[config.mk]
export PLATFORM = sky130hd
export DESIGN_NAME = irq_ctrl6
export DESIGN_NICKNAME = d
export VERILOG_FILES = /design/src/rtl/irqc_pkg.sv /design/src/rtl/irqc_regs.sv /design/src/rtl/irqc_arbiter.sv /design/src/rtl/irqc_inservice.sv /design/src/rtl/irq_ctrl6.sv
export SDC_FILE = /design/constraint.sdc
export NUM_CORES = 1
export LEC_CHECK = 0
export ABC_CLOCK_PERIOD_IN_PS = 2490
export BUFFER_PORTS_ARGS = -buffer_cell sky130_fd_sc_hd__buf_4
export CAP_MARGIN = 20
export CORE_ASPECT_RATIO = 1.4
export CORE_MARGIN = 4
export CORE_UTILIZATION = 25
export DETAILED_ROUTE_END_ITERATION = 8
export PLACE_DENSITY_LB_ADDON = 0.15
export SLEW_MARGIN = 20
export SYNTH_ARGS = -nofsm -noshare
export SYNTH_HDL_FRONTEND = slang
export SYNTH_HIERARCHICAL = 1
export SYNTH_SLANG_ARGS = --single-unit
[constraint.sdc]
create_clock -name clk -period 2.49 [get_ports clk]
set_input_delay 0.498 -clock clk [delete_from_list [all_inputs] [get_ports clk]]
set_output_delay 0.498 -clock clk [all_outputs]
set_load 0.03 [all_outputs]
[src/rtl/irqc_pkg.sv]
package irqc_pkg;
    localparam int NSRC     = 6;
    localparam int IDXW     = $clog2(NSRC);
    localparam int ENW      = 8;
    localparam int NLVL     = 2;
    localparam int GLB_BIT  = 7;
    localparam int RSV_BIT  = 6;
    localparam int VECW     = 8;
    localparam logic [VECW-1:0] VEC_BASE = 8'h03;
    localparam logic [VECW-1:0] VEC_STEP = 8'h08;

    typedef enum logic [IDXW-1:0] {
        SRC_EXT0 = 3'd0,
        SRC_TMR0 = 3'd1,
        SRC_EXT1 = 3'd2,
        SRC_TMR1 = 3'd3,
        SRC_SER  = 3'd4,
        SRC_TMR2 = 3'd5
    } src_e;

    typedef struct packed {
        logic            valid;
        logic            level;
        logic [IDXW-1:0] idx;
    } win_t;

    // lowest set index wins; loop runs from high to low so the last hit is the lowest
    function automatic logic [IDXW-1:0] lowest_set(input logic [NSRC-1:0] v);
        logic [IDXW-1:0] r;
        r = '0;
        for (int i = NSRC - 1; i >= 0; i--) begin
            if (v[i]) r = IDXW'(i);
        end
        return r;
    endfunction

    function automatic logic [VECW-1:0] vec_of(input logic [IDXW-1:0] idx);
        return VEC_BASE + VECW'(idx) * VEC_STEP;
    endfunction

    // sources whose flags hardware may clear on acknowledge
    function automatic logic hw_clearable(input logic [IDXW-1:0] idx,
                                          input logic e0_edge, input logic e1_edge);
        case (idx)
            SRC_TMR0, SRC_TMR1: return 1'b1;
            SRC_EXT0:           return e0_edge;
            SRC_EXT1:           return e1_edge;
            default:            return 1'b0;
        endcase
    endfunction
endpackage

[src/rtl/irqc_regs.sv]
module irqc_regs
    import irqc_pkg::*;
(
    input  logic            clk,
    input  logic            rst,
    input  logic            en_we,
    input  logic [ENW-1:0]  en_wdata,
    input  logic            pri_we,
    input  logic [NSRC-1:0] pri_wdata,
    output logic [ENW-1:0]  en_q,
    output logic [NSRC-1:0] pri_q
);
    localparam logic [ENW-1:0] EN_MASK = ~(ENW'(1) << RSV_BIT);

    always_ff @(posedge clk) begin
        if (rst) begin
            en_q  <= '0;
            pri_q <= '0;
        end else begin
            if (en_we)  en_q  <= en_wdata & EN_MASK;
            if (pri_we) pri_q <= pri_wdata;
        end
    end

    a_r1_en_write: assert property (@(posedge clk) disable iff (rst)
        en_we |=> (en_q[NSRC-1:0] == $past(en_wdata[NSRC-1:0])) && (en_q[GLB_BIT] == $past(en_wdata[GLB_BIT])));
    a_r1_en_hold: assert property (@(posedge clk) disable iff (rst)
        !en_we |=> $stable(en_q));
    a_r4_pri_write: assert property (@(posedge clk) disable iff (rst)
        pri_we |=> pri_q == $past(pri_wdata));
endmodule

[src/rtl/irqc_arbiter.sv]
module irqc_arbiter
    import irqc_pkg::*;
(
    input  logic            clk,
    input  logic            rst,
    input  logic [NSRC-1:0] raw,
    input  logic [ENW-1:0]  en_q,
    input  logic [NSRC-1:0] pri_q,
    input  logic [NLVL-1:0] ins,
    output win_t            win,
    output logic            wake
);
    logic [NSRC-1:0] pend;
    logic [NSRC-1:0] hi_pend;
    logic [NSRC-1:0] lo_pend;

    for (genvar i = 0; i < NSRC; i++) begin : g_src
        assign pend[i]    = raw[i] & en_q[i] & en_q[GLB_BIT];
        assign hi_pend[i] = pend[i] & pri_q[i];
        assign lo_pend[i] = pend[i] & ~pri_q[i];
    end

    always_comb begin
        win = '0;
        if (!ins[1] && |hi_pend) begin
            win.valid = 1'b1;
            win.level = 1'b1;
            win.idx   = lowest_set(hi_pend);
        end else if (ins == '0 && |lo_pend) begin
            win.valid = 1'b1;
            win.level = 1'b0;
            win.idx   = lowest_set(lo_pend);
        end
    end

    assign wake = |pend;

    a_r2_global_off: assert property (@(posedge clk) disable iff (rst)
        !en_q[GLB_BIT] |-> (!win.valid && !wake));
    a_r8_high_busy: assert property (@(posedge clk) disable iff (rst)
        ins[1] |-> !win.valid);
    a_r8_low_busy: assert property (@(posedge clk) disable iff (rst)
        (ins[0] && win.valid) |-> win.level);
    a_r3_winner_enabled: assert property (@(posedge clk) disable iff (rst)
        win.valid |-> (en_q[win.idx] && raw[win.idx]));
endmodule

[src/rtl/irqc_inservice.sv]
module irqc_inservice
    import irqc_pkg::*;
(
    input  logic            clk,
    input  logic            rst,
    input  logic            take,
    input  logic            take_level,
    input  logic            reti,
    output logic [NLVL-1:0] ins
);
    logic [NLVL-1:0] after_reti;

    always_comb begin
        after_reti = ins;
        if (reti) begin
            if (ins[1]) after_reti[1] = 1'b0;
            else        after_reti[0] = 1'b0;
        end
    end

    always_ff @(posedge clk) begin
        if (rst) begin
            ins <= '0;
        end else begin
            ins <= after_reti;
            if (take) ins[take_level] <= 1'b1;
        end
    end

    a_r8_take_marks: assert property (@(posedge clk) disable iff (rst)
        take |=> ins[$past(take_level)]);
    a_r9_reti_top: assert property (@(posedge clk) disable iff (rst)
        (reti && !take && ins[1]) |=> (!ins[1] && ins[0] == $past(ins[0])));
    a_r9_reti_low: assert property (@(posedge clk) disable iff (rst)
        (reti && !take && ins == 2'b01) |=> ins == 2'b00);
endmodule

[src/rtl/irq_ctrl6.sv]
module irq_ctrl6
    import irqc_pkg::*;
(
    input  logic        clk,
    input  logic        rst,
    input  logic        ext0_flag,
    input  logic        ext0_edge,
    input  logic        tmr0_flag,
    input  logic        ext1_flag,
    input  logic        ext1_edge,
    input  logic        tmr1_flag,
    input  logic        ser_tx_flag,
    input  logic        ser_rx_flag,
    input  logic        tmr2_ovf_flag,
    input  logic        tmr2_ext_flag,
    input  logic        en_we,
    input  logic [7:0]  en_wdata,
    input  logic        pri_we,
    input  logic [5:0]  pri_wdata,
    input  logic        cpu_ack,
    input  logic        cpu_reti,
    output logic [7:0]  en_q,
    output logic [5:0]  pri_q,
    output logic        irq_req,
    output logic [2:0]  irq_src,
    output logic        irq_level,
    output logic [7:0]  irq_vec,
    output logic [1:0]  in_service,
    output logic [5:0]  flag_clr,
    output logic        wake
);
    logic [NSRC-1:0] raw;
    win_t            win;
    logic            take;

    always_comb begin
        raw           = '0;
        raw[SRC_EXT0] = ext0_flag;
        raw[SRC_TMR0] = tmr0_flag;
        raw[SRC_EXT1] = ext1_flag;
        raw[SRC_TMR1] = tmr1_flag;
        raw[SRC_SER]  = ser_tx_flag | ser_rx_flag;
        raw[SRC_TMR2] = tmr2_ovf_flag | tmr2_ext_flag;
    end

    irqc_regs u_regs (
        .clk       (clk),
        .rst       (rst),
        .en_we     (en_we),
        .en_wdata  (en_wdata),
        .pri_we    (pri_we),
        .pri_wdata (pri_wdata),
        .en_q      (en_q),
        .pri_q     (pri_q)
    );

    irqc_arbiter u_arb (
        .clk   (clk),
        .rst   (rst),
        .raw   (raw),
        .en_q  (en_q),
        .pri_q (pri_q),
        .ins   (in_service),
        .win   (win),
        .wake  (wake)
    );

    assign take = cpu_ack & win.valid;

    irqc_inservice u_ins (
        .clk        (clk),
        .rst        (rst),
        .take       (take),
        .take_level (win.level),
        .reti       (cpu_reti),
        .ins        (in_service)
    );

    assign irq_req   = win.valid;
    assign irq_src   = win.idx;
    assign irq_level = win.level;
    assign irq_vec   = vec_of(win.idx);

    for (genvar i = 0; i < NSRC; i++) begin : g_clr
        assign flag_clr[i] = take && (win.idx == IDXW'(i)) &&
                             hw_clearable(IDXW'(i), ext0_edge, ext1_edge);
    end

    a_r11_req_wakes: assert property (@(posedge clk) disable iff (rst)
        irq_req |-> wake);
    a_r10_clr_onehot: assert property (@(posedge clk) disable iff (rst)
        $onehot0(flag_clr));
    a_r10_clr_needs_ack: assert property (@(posedge clk) disable iff (rst)
        (|flag_clr) |-> (cpu_ack && irq_req));
    a_r10_never_t2_ser: assert property (@(posedge clk) disable iff (rst)
        (cpu_ack && irq_req && irq_src >= 3'd4) |-> flag_clr == 6'd0);
    a_r12_reset_idle: assert property (@(posedge clk)
        $past(rst) |-> (in_service == 2'b00 && !irq_req));
endmodule

* Word-level counts from Yosys, hierarchy flattened
Cells that the tools add are included.
** Operators by class
- $add $sub $neg :: 1
- $lt $le $gt $ge :: 2
- Equal/unequal tests :: 3
- Muxes and demuxes :: 19
- Bitwise gates (word level) :: 34
- Reductions and logical operators :: 15
** Operator list (count)
- $mux 3 :: 12
- $and 1x1->1 :: 25
- $reduce_or 6->1 :: 3
- $mux 5 :: 2
- $logic_and 1x1->1 :: 9
- $add 2x6->7 const A :: 1
- $eq 3x2->1 const B :: 2
- $not 1->1 :: 6
- $mux 2 :: 2
- $eq 3x1->1 const B :: 1
- $logic_not 3->1 :: 1
- $logic_not 2->1 :: 1
- $lt 1x2->1 const B :: 1
- $mux 1 :: 2
- $or 1x1->1 :: 2
- $or 2x2->2 :: 1
- $demux 1 s1 :: 1
- $ge 1x1->1 const B :: 1
- $logic_not 1->1 :: 1
** Word-level totals
- Flip-flop bits (word level) :: 15
- Input port bits :: 30
- Output and inout port bits :: 36
- Logic and storage cells :: 77

* Depth between registers and ports, before layout
Gate-level depths: netlist of run 1.
- Depth in word-level cells :: 18
- Depth in mapped cells :: 9
- Gate-level depth less buffers :: 9

* By module
Netlist of run 1, hierarchy kept.
** Modules (own cells, without submodules)
- irqc_regs :: instances 1, cells each 44, area an instance 478.0 µm², seq. area each 260.2 µm²
- irqc_arbiter :: instances 1, cells each 41, area an instance 340.3 µm², seq. area each 0.0 µm²
- irq_ctrl6 :: instances 1, cells each 23, area an instance 150.1 µm², seq. area each 0.0 µm²
- irqc_inservice :: instances 1, cells each 9, area an instance 80.1 µm², seq. area each 40.0 µm²

* Worst setup path after synthesis of run 1
Ideal clock, no wire load.
- Path kind :: in2out
- Start point :: in ser_rx_flag
- End point :: out flag_clr[1]
- Arrival :: 3.107 ns
- Data required time :: 1.992 ns
- Setup slack :: -1.115 ns
- Cell stages on the path :: 7
- Cells stage by stage :: or2_2 > and3_1 > a211oi_1 > o311ai_1 > mux2i_1 > inv_1 > nor4_1
** Between the ends
- Word-level cells in the longest chain between the ends :: 13
- Elaborated cells between the ends (all ways) :: 24
** Ends and longest elaborated chain
- from (decl) :: RTL line irq_ctrl6.sv:13 : input logic ser_rx_flag,
- $or 1x1->1 (*) :: RTL line irq_ctrl6.sv:42 : raw[SRC_SER] = ser_tx_flag | ser_rx_flag;
- $and 1x1->1 (*) (2 in a row) :: RTL line irqc_arbiter.sv:18 : assign pend[i] = raw[i] & en_q[i] & en_q[GLB_BIT];
- $and 1x1->1 :: RTL line irqc_arbiter.sv:20 : assign lo_pend[i] = pend[i] & ~pri_q[i];
- $mux 3 (5 in a row) :: RTL line irqc_pkg.sv:32 : if (v[i]) r = IDXW'(i);
- $mux 5 :: RTL line irqc_arbiter.sv:29 : end else if (ins == '0 && |lo_pend) begin
- $mux 5 (*) :: RTL line irqc_arbiter.sv:25 : if (!ins[1] && |hi_pend) begin
- named net irq_src[0] :: RTL line irq_ctrl6.sv:25 : output logic [2:0] irq_src,
- $eq 3x1->1 (*) :: RTL line irq_ctrl6.sv:85 : assign flag_clr[i] = take && (win.idx == IDXW'(i)) &&
- $logic_and 1x1->1 (*) :: RTL line irq_ctrl6.sv:85
- to (decl) :: RTL line irq_ctrl6.sv:29 : output logic [5:0] flag_clr,
Mark *: on every way through the listed nets, which the timed path passes. The rest lies on a longest branch.

* Worst setup path after layout of run 1
- Start point :: in ser_rx_flag
- End point :: out flag_clr[1]
** Between the ends
- Word-level cells in the longest chain between the ends :: 13
- Elaborated cells between the ends (all ways) :: 24
** Ends and longest elaborated chain
- $or 1x1->1 (*) :: RTL line irq_ctrl6.sv:42
- named net raw[4] :: RTL line irq_ctrl6.sv:32 : logic [NSRC-1:0] raw;
- $and 1x1->1 (*) (2 in a row) :: RTL line irqc_arbiter.sv:18
- $and 1x1->1 :: RTL line irqc_arbiter.sv:20
- $mux 3 (5 in a row) :: RTL line irqc_pkg.sv:32
- $mux 5 :: RTL line irqc_arbiter.sv:29
- $mux 5 (*) :: RTL line irqc_arbiter.sv:25
- $eq 3x1->1 :: RTL line irq_ctrl6.sv:85
- $logic_and 1x1->1 (*) :: RTL line irq_ctrl6.sv:85
Marked as above.

==> results of run 1 <==
## path summary, 6_finish.rpt
| kind | end | slack, ns | cells past startpoint |
|---|---|---|---|
| hold / removal | u_regs/pri_q[2]$_SDFFE_PP0P_ | 0.48 | 3 |
| setup reg to reg | u_ins/ins[0]$_SDFF_PP0_ | 0.57 | 9 |
| hold reg to reg | u_regs/pri_q[0]$_SDFFE_PP0P_ | 0.54 | 2 |
| setup / recovery | flag_clr[1] | -0.09 | 10 |
## layer usage
metal / GRT usage / vias to the layer above / part of all wire
met2: 0.246 / 39 / 0.58
met4: 0.0482 / 0 / 0.0067
met1: 0.128 / 495 / 0.36
met5: 0 / - / 0
li1: - / 543 / -
met3: 0.0281 / 2 / 0.057
## critical path: cells and delay by family
| kind | cells | cell delay, ns |
|---|---|---|
| AO/OA/AOI/OAI | 2 | 0.36 |
| buffers and inverters | 4 | 0.45 |
| multiplexers | 1 | 0.20 |
| AND/OR/NAND/NOR | 3 | 0.57 |
## stage by stage
step	hold slack [ns]	instance area, µm²
finish	0.482	1870
global route	0.480	1870
CTS	0.475	1800
detailed placement	0.530	1670
global placement	0.511	1670
floorplan	0.561	1220
## power breakdown
part | internal (mW) | switching (mW)
logic | 0.100 | 0.113
clock network | 0.111 | 0.0912
registers | 0.254 | 0.0197
## timing repair
| action | in CTS | in global routing |
|---|---|---|
| cloned | 0 | 0 |
| endpoints found under the setup margin | 4 | 7 |
| buffers inserted | 5 | 1 |
| pin swaps | 5 | 9 |
| gates resized for setup | 10 | 15 |
## registers in the layout (all words and copies together) (netlist names)
name          cells
u_ins/ins         2
u_regs/pri_q      6
u_regs/en_q       7
## kinds of logic (layout without fill, tap and decap cells)
kind of cell,after synthesis,in the layout,synth area share
flip-flops,15,15,0.286
buffers and inverters,20,84,0.134
multiplexers,14,14,0.134
other,3,8,0.0107
AND/OR/NAND/NOR,48,48,0.303
AO/OA/AOI/OAI,17,17,0.132
## cells in the mapped netlist, types with 2 or more instances
| library cell | number |
|---|---|
| a21oi_1 | 3 |
| and4b_1 | 4 |
| buf_4 | 11 |
| buf_6 | 3 |
| conb_1 | 3 |
| dfxtp_1 | 15 |
| inv_1 | 5 |
| mux2i_1 | 14 |
| nand2_1 | 2 |
| nand2b_1 | 4 |
| nand4_1 | 4 |
| nor2_1 | 16 |
| nor3b_1 | 2 |
| nor4_1 | 2 |
| o21ai_0 | 2 |
| or2_2 | 2 |
## cell type report
type | instances | area, µm² | share of cell area
inverters | 5 | 18.8 | 0.0100
clock buffers | 3 | 41.3 | 0.0221
clock inverters | 1 | 5.00 | 0.00268
well taps | 43 | 53.8 | 0.0288
repair buffers | 75 | 608 | 0.326
multi-input cells | 87 | 830 | 0.444
flip-flops and latches | 15 | 312 | 0.167
==> results.py, run 1 <==
metrics = {
    "clocking": {
        "cts_hold_buf": 0,
        "clkSlewWorstSetupHoldPaths_ns": 0.06,
        "cts_made_buffers": 3,
        "cts-root-buf": "clkbuf_8",
        "cts.path.max_buffers": 2,
        "htreeDepth": 1,
        "cts_num_sinks": 15,
        "cts_tree": "done",
        "worst_skew_pair.late_latency_ns": 0.25,
    },
    "logic_synthesis": {
        "synth-edff-count": 0,
        "synth.top_cells.by_area": "dfxtp_1, mux2i_1, buf_4",
        "ys_async_sr_fraction": 0,
        "yosysTopAreaCellShare": 0.286,
        "synth-seq-area-share": 0.286,
        "synth_area_um2": 1050,
        "avgSynthCellArea_um2": 8.96,
        "postSynthCellCount": 117,
        "synth_cell_types": 41,
        "postSynth.topFlopCell": "dfxtp_1",
        "synth_area_leader_cell": "dfxtp_1",
        "ys_ff_latch": 15,
        "yosysWarnings": 6,
    },
    "layout": {
        "postLayoutCoreUtil": 0.469,
        "fill_cells": 394,
        "insertedDiodeCount": 0,
        "drive_gt1_frac": 0.634,
        "final_common_cell": "buf_4",
        "finalNonFillerCells": 229,
        "nNetsFinal": 217,
        "syn2layout_area_growth_pct": 78.2,
        "mostFrequentLayoutCells": "buf_4, mux2i_1, nor2_1",
    },
    "floorplanning": {
        "die_x_um": 62.7,
        "die_area_um2": 5310,
        "num_rows": 27,
        "die_h_um": 84.6,
        "start_util": 0.263,
        "coreArea_um2": 3990,
        "io_pins": 66,
    },
    "hold_path": {
        "hp-class": "in -> reg",
        "holdCritStartpoint": "pri_wdata[2]",
    },
    "global_routing": {
        "grt_max_degree": 17,
        "grt_pass1_wl_mm": 5.35,
        "overflow": 0,
        "grtUsageTotal": 0.126,
        "antenna_found_initial": 0,
        "grt_pass1_vias": 1126,
    },
    "critical_path": {
        "worstSetupPathType": "in -> out",
        "required_ns": 1.99,
        "reg2reg_from": "u_regs/en_q[0]$_SDFFE_PP0P_",
        "worstPathArrival_ns": 2.08,
        "path_common_cell": "buf_6",
        "crit_slowest_cell": "or2_4",
        "cpPeakStageDelay_ns": 0.24,
        "cp_max_fo": 3,
        "critPathCaptureType": "output port",
        "cp-startpoint": "ser_rx_flag",
        "cp-start-kind": "input port",
        "path_cells": "buf_6 > or2_4 > and3_4 > buf_6 > a211oi_4 > o311ai_4 > mux2i_4 > inv_2 > nor4_4 > buf_6",
    },
    "sta": {
        "rsz0062_at_grt": "true",
        "tns_ns": -0.230,
        "slew_violations": 0,
        "fin_crit_ns": 2.58,
        "fmax_ghz": 0.388,
        "setup_slack_ns": -0.0858,
        "hold_violations": 0,
        "fin_crit_sh": 1.03,
        "setup_viol": 4,
        "finalClockSkew_ns": 0.000981,
    },
    "status": {
        "outcome": "finished with violations",
        "violations": "negative setup slack",
    },
    "power_and_ir_drop": {
        "cellPowerDensity_nw_per_um2": 369,
        "vdd_drop_max_mv": 0.266,
        "p_total_mw": 0.689,
        "leakage_nw": 0.859,
    },
    "routing": {
        "drt-total-wl_mm": 3.27,
        "drt_iter0_markers": 24,
        "drc_errors": 0,
        "post_drt_wl_per_cell_um": 14.3,
        "ant_nets": 0,
        "dr.pass1.iters": 4,
        "via_count": 1079,
        "post_drt_via_cell_ratio": 4.71,
    },
    "place": {
        "globalplace.congestion": 0.751,
        "hpwl_mm": 2.67,
        "numPortBuffers": 56,
        "dp_slack_ns": -0.120,
        "placed_cells": 219,
    },
    "job": {
        "maxCapViolations": 0,
    },
}
Note: power is estimated with default switching activity, not from simulation.
==> run 2, diff against run 1 <==
Settings changed: CORE_MARGIN 4 to unset, SLEW_MARGIN 20 to 25.
==> run 2 against run 1 <==
The run ends with design-rule violations, negative setup slack left. Largest cell class unchanged. Via count up 4.8%. Non-clock buffer count up 1. Sequential cell count unchanged. Utilization down 0.25 points.
==> results.py, run 2 (synthesis results as in run 1) <==
metrics = {
    "status": {
        "outcome": "finished with violations",
        "violations": "design-rule violations, negative setup slack",
    },
    "layout": {
        "drive_gt1_frac": 0.631,
        "syn2layout_area_growth_pct": 77.2,
        "largest_register": "u_regs/en_q",
        "final_common_cell": "buf_4",
        "reg_top3": "u_regs/en_q x7, u_regs/pri_q x6, u_ins/ins x2",
        "nNetsFinal": 218,
        "insertedDiodeCount": 0,
        "finalNonFillerCells": 230,
        "largest_reg_flops": 7,
        "mostFrequentLayoutCells": "buf_4, mux2i_1, nor2_1",
        "fill_cells": 410,
    },
    "critical_path": {
        "critPathCaptureType": "output port",
        "cp_max_fo": 7,
        "worstPathArrival_ns": 2.13,
        "cp-start-kind": "flip-flop",
        "required_ns": 1.99,
        "worstSetupPathType": "reg -> out",
        "cpPeakStageDelay_ns": 0.37,
        "path_cells": "and4b_2 > buf_12 > o311ai_2 > mux2i_4 > nand2b_4 > nor4_4 > buf_4",
        "crit_slowest_cell": "dfxtp_4",
    },
    "clocking": {
        "cts_num_sinks": 15,
        "htreeDepth": 1,
        "cts_made_buffers": 3,
        "cts_tree": "done",
        "worst_skew_pair.late_latency_ns": 0.25,
        "cts.path.max_buffers": 2,
        "clkSlewWorstSetupHoldPaths_ns": 0.06,
        "cts-root-buf": "clkbuf_8",
    },
    "routing": {
        "drc_errors": 9,
        "via_count": 1131,
        "ant_nets": 0,
        "drt_iter0_markers": 36,
        "post_drt_via_cell_ratio": 4.92,
        "dr.pass1.iters": 6,
        "drt-total-wl_mm": 3.22,
        "post_drt_wl_per_cell_um": 14.0,
    },
    "place": {
        "placed_cells": 219,
        "dp_slack_ns": -0.137,
        "numPortBuffers": 56,
        "globalplace.congestion": 0.767,
        "hpwl_mm": 2.54,
    },
    "floorplanning": {
        "die_x_um": 56.7,
        "die_h_um": 78.6,
        "start_util": 0.263,
        "num_rows": 27,
        "io_pins": 66,
        "coreArea_um2": 3990,
        "die_area_um2": 4460,
    },
    "global_routing": {
        "grt_max_degree": 17,
        "overflow": 0,
        "grt_pass1_vias": 1166,
        "use_met2": 0.288,
        "antenna_found_initial": 0,
        "grtUsageMet1": 0.154,
        "grtUsageTotal": 0.151,
        "grt_pass1_wl_mm": 5.18,
        "gr-usage-met3": 0.0247,
        "top_usage_layer": "met2",
    },
    "sta": {
        "fin_crit_sh": 1.06,
        "fmax_ghz": 0.380,
        "fin_hold_ws_ns": 0.477,
        "hold_violations": 0,
        "slew_violations": 0,
        "tns_ns": -0.398,
        "setup_slack_ns": -0.139,
        "finalClockSkew_ns": 0.000468,
        "fin_crit_ns": 2.63,
        "rsz0062_at_grt": "true",
        "setup_viol": 4,
    },
    "job": {
        "maxCapViolations": 0,
    },
    "power_and_ir_drop": {
        "cellPowerDensity_nw_per_um2": 371,
        "leakage_nw": 0.864,
        "vdd_drop_max_mv": 0.314,
        "p_total_mw": 0.689,
    },
    "hold_path": {
        "hp-class": "in -> reg",
    },
}
[run 2: worst paths after layout]
kind	from	to	slack (ns)	cells after the start
worst max-delay path	u_regs/en_q[7]$_SDFFE_PP0P_	flag_clr[0]	-0.14	7
worst min-delay path	pri_wdata[2]	u_regs/pri_q[2]$_SDFFE_PP0P_	0.48	3
worst max register to register	u_regs/en_q[7]$_SDFFE_PP0P_	u_ins/ins[0]$_SDFF_PP0_	0.53	10
worst min register to register	u_regs/en_q[3]$_SDFFE_PP0P_	u_regs/en_q[3]$_SDFFE_PP0P_	0.54	2
[run 2: area by class of cell]
class	count	area, µm²	share of cell area
Multi-Input combinational cell	87	816	0.439
Timing Repair Buffer	76	609	0.328
Tap cell	43	53.8	0.0290
Sequential cell	15	315	0.170
Inverter	5	18.8	0.0101
Clock buffer	4	45.0	0.0242
[run 2: layer usage]
layer,routed length [µm],vias to the layer above
li1,-,548
met1,1150,536
met2,1840,39
met3,148,8
met4,74,0
met5,0,-
[run 2: repair_timing]
action | CTS | global route
endpoints found under the setup margin | 4 | 7
setup buffers | 6 | 1
pin swaps | 6 | 7
hold buffers | 0 | 0
gates resized for setup | 13 | 7
[run 2: report_power, final]
| group | leakage (nW) | total [mW] | switching, mW | internal, mW |
|---|---|---|---|---|
| registers | 0.127 | 0.273 | 0.0189 | 0.254 |
| clock network | 0.0228 | 0.202 | 0.0883 | 0.114 |
| logic | 0.714 | 0.214 | 0.113 | 0.101 |
[run 2: critical path: cells and delay by family, from the launching register on]
| family | cells | cell delay (ns) |
|---|---|---|
| AO/OA/AOI/OAI | 1 | 0.36 |
| buffers and inverters | 2 | 0.34 |
| flip-flops | 1 | 0.37 |
| multiplexers | 1 | 0.14 |
| AND/OR/NAND/NOR | 3 | 0.67 |
[run 2: through the flow]
stage | instance area, µm² | utilization
4_1_cts | 1830 | 0.459
3_3_place_gp | 1670 | 0.420
6_report | 1860 | 0.466
3_5_place_dp | 1670 | 0.420
2_1_floorplan | 1220 | -
5_1_grt | 1860 | 0.466
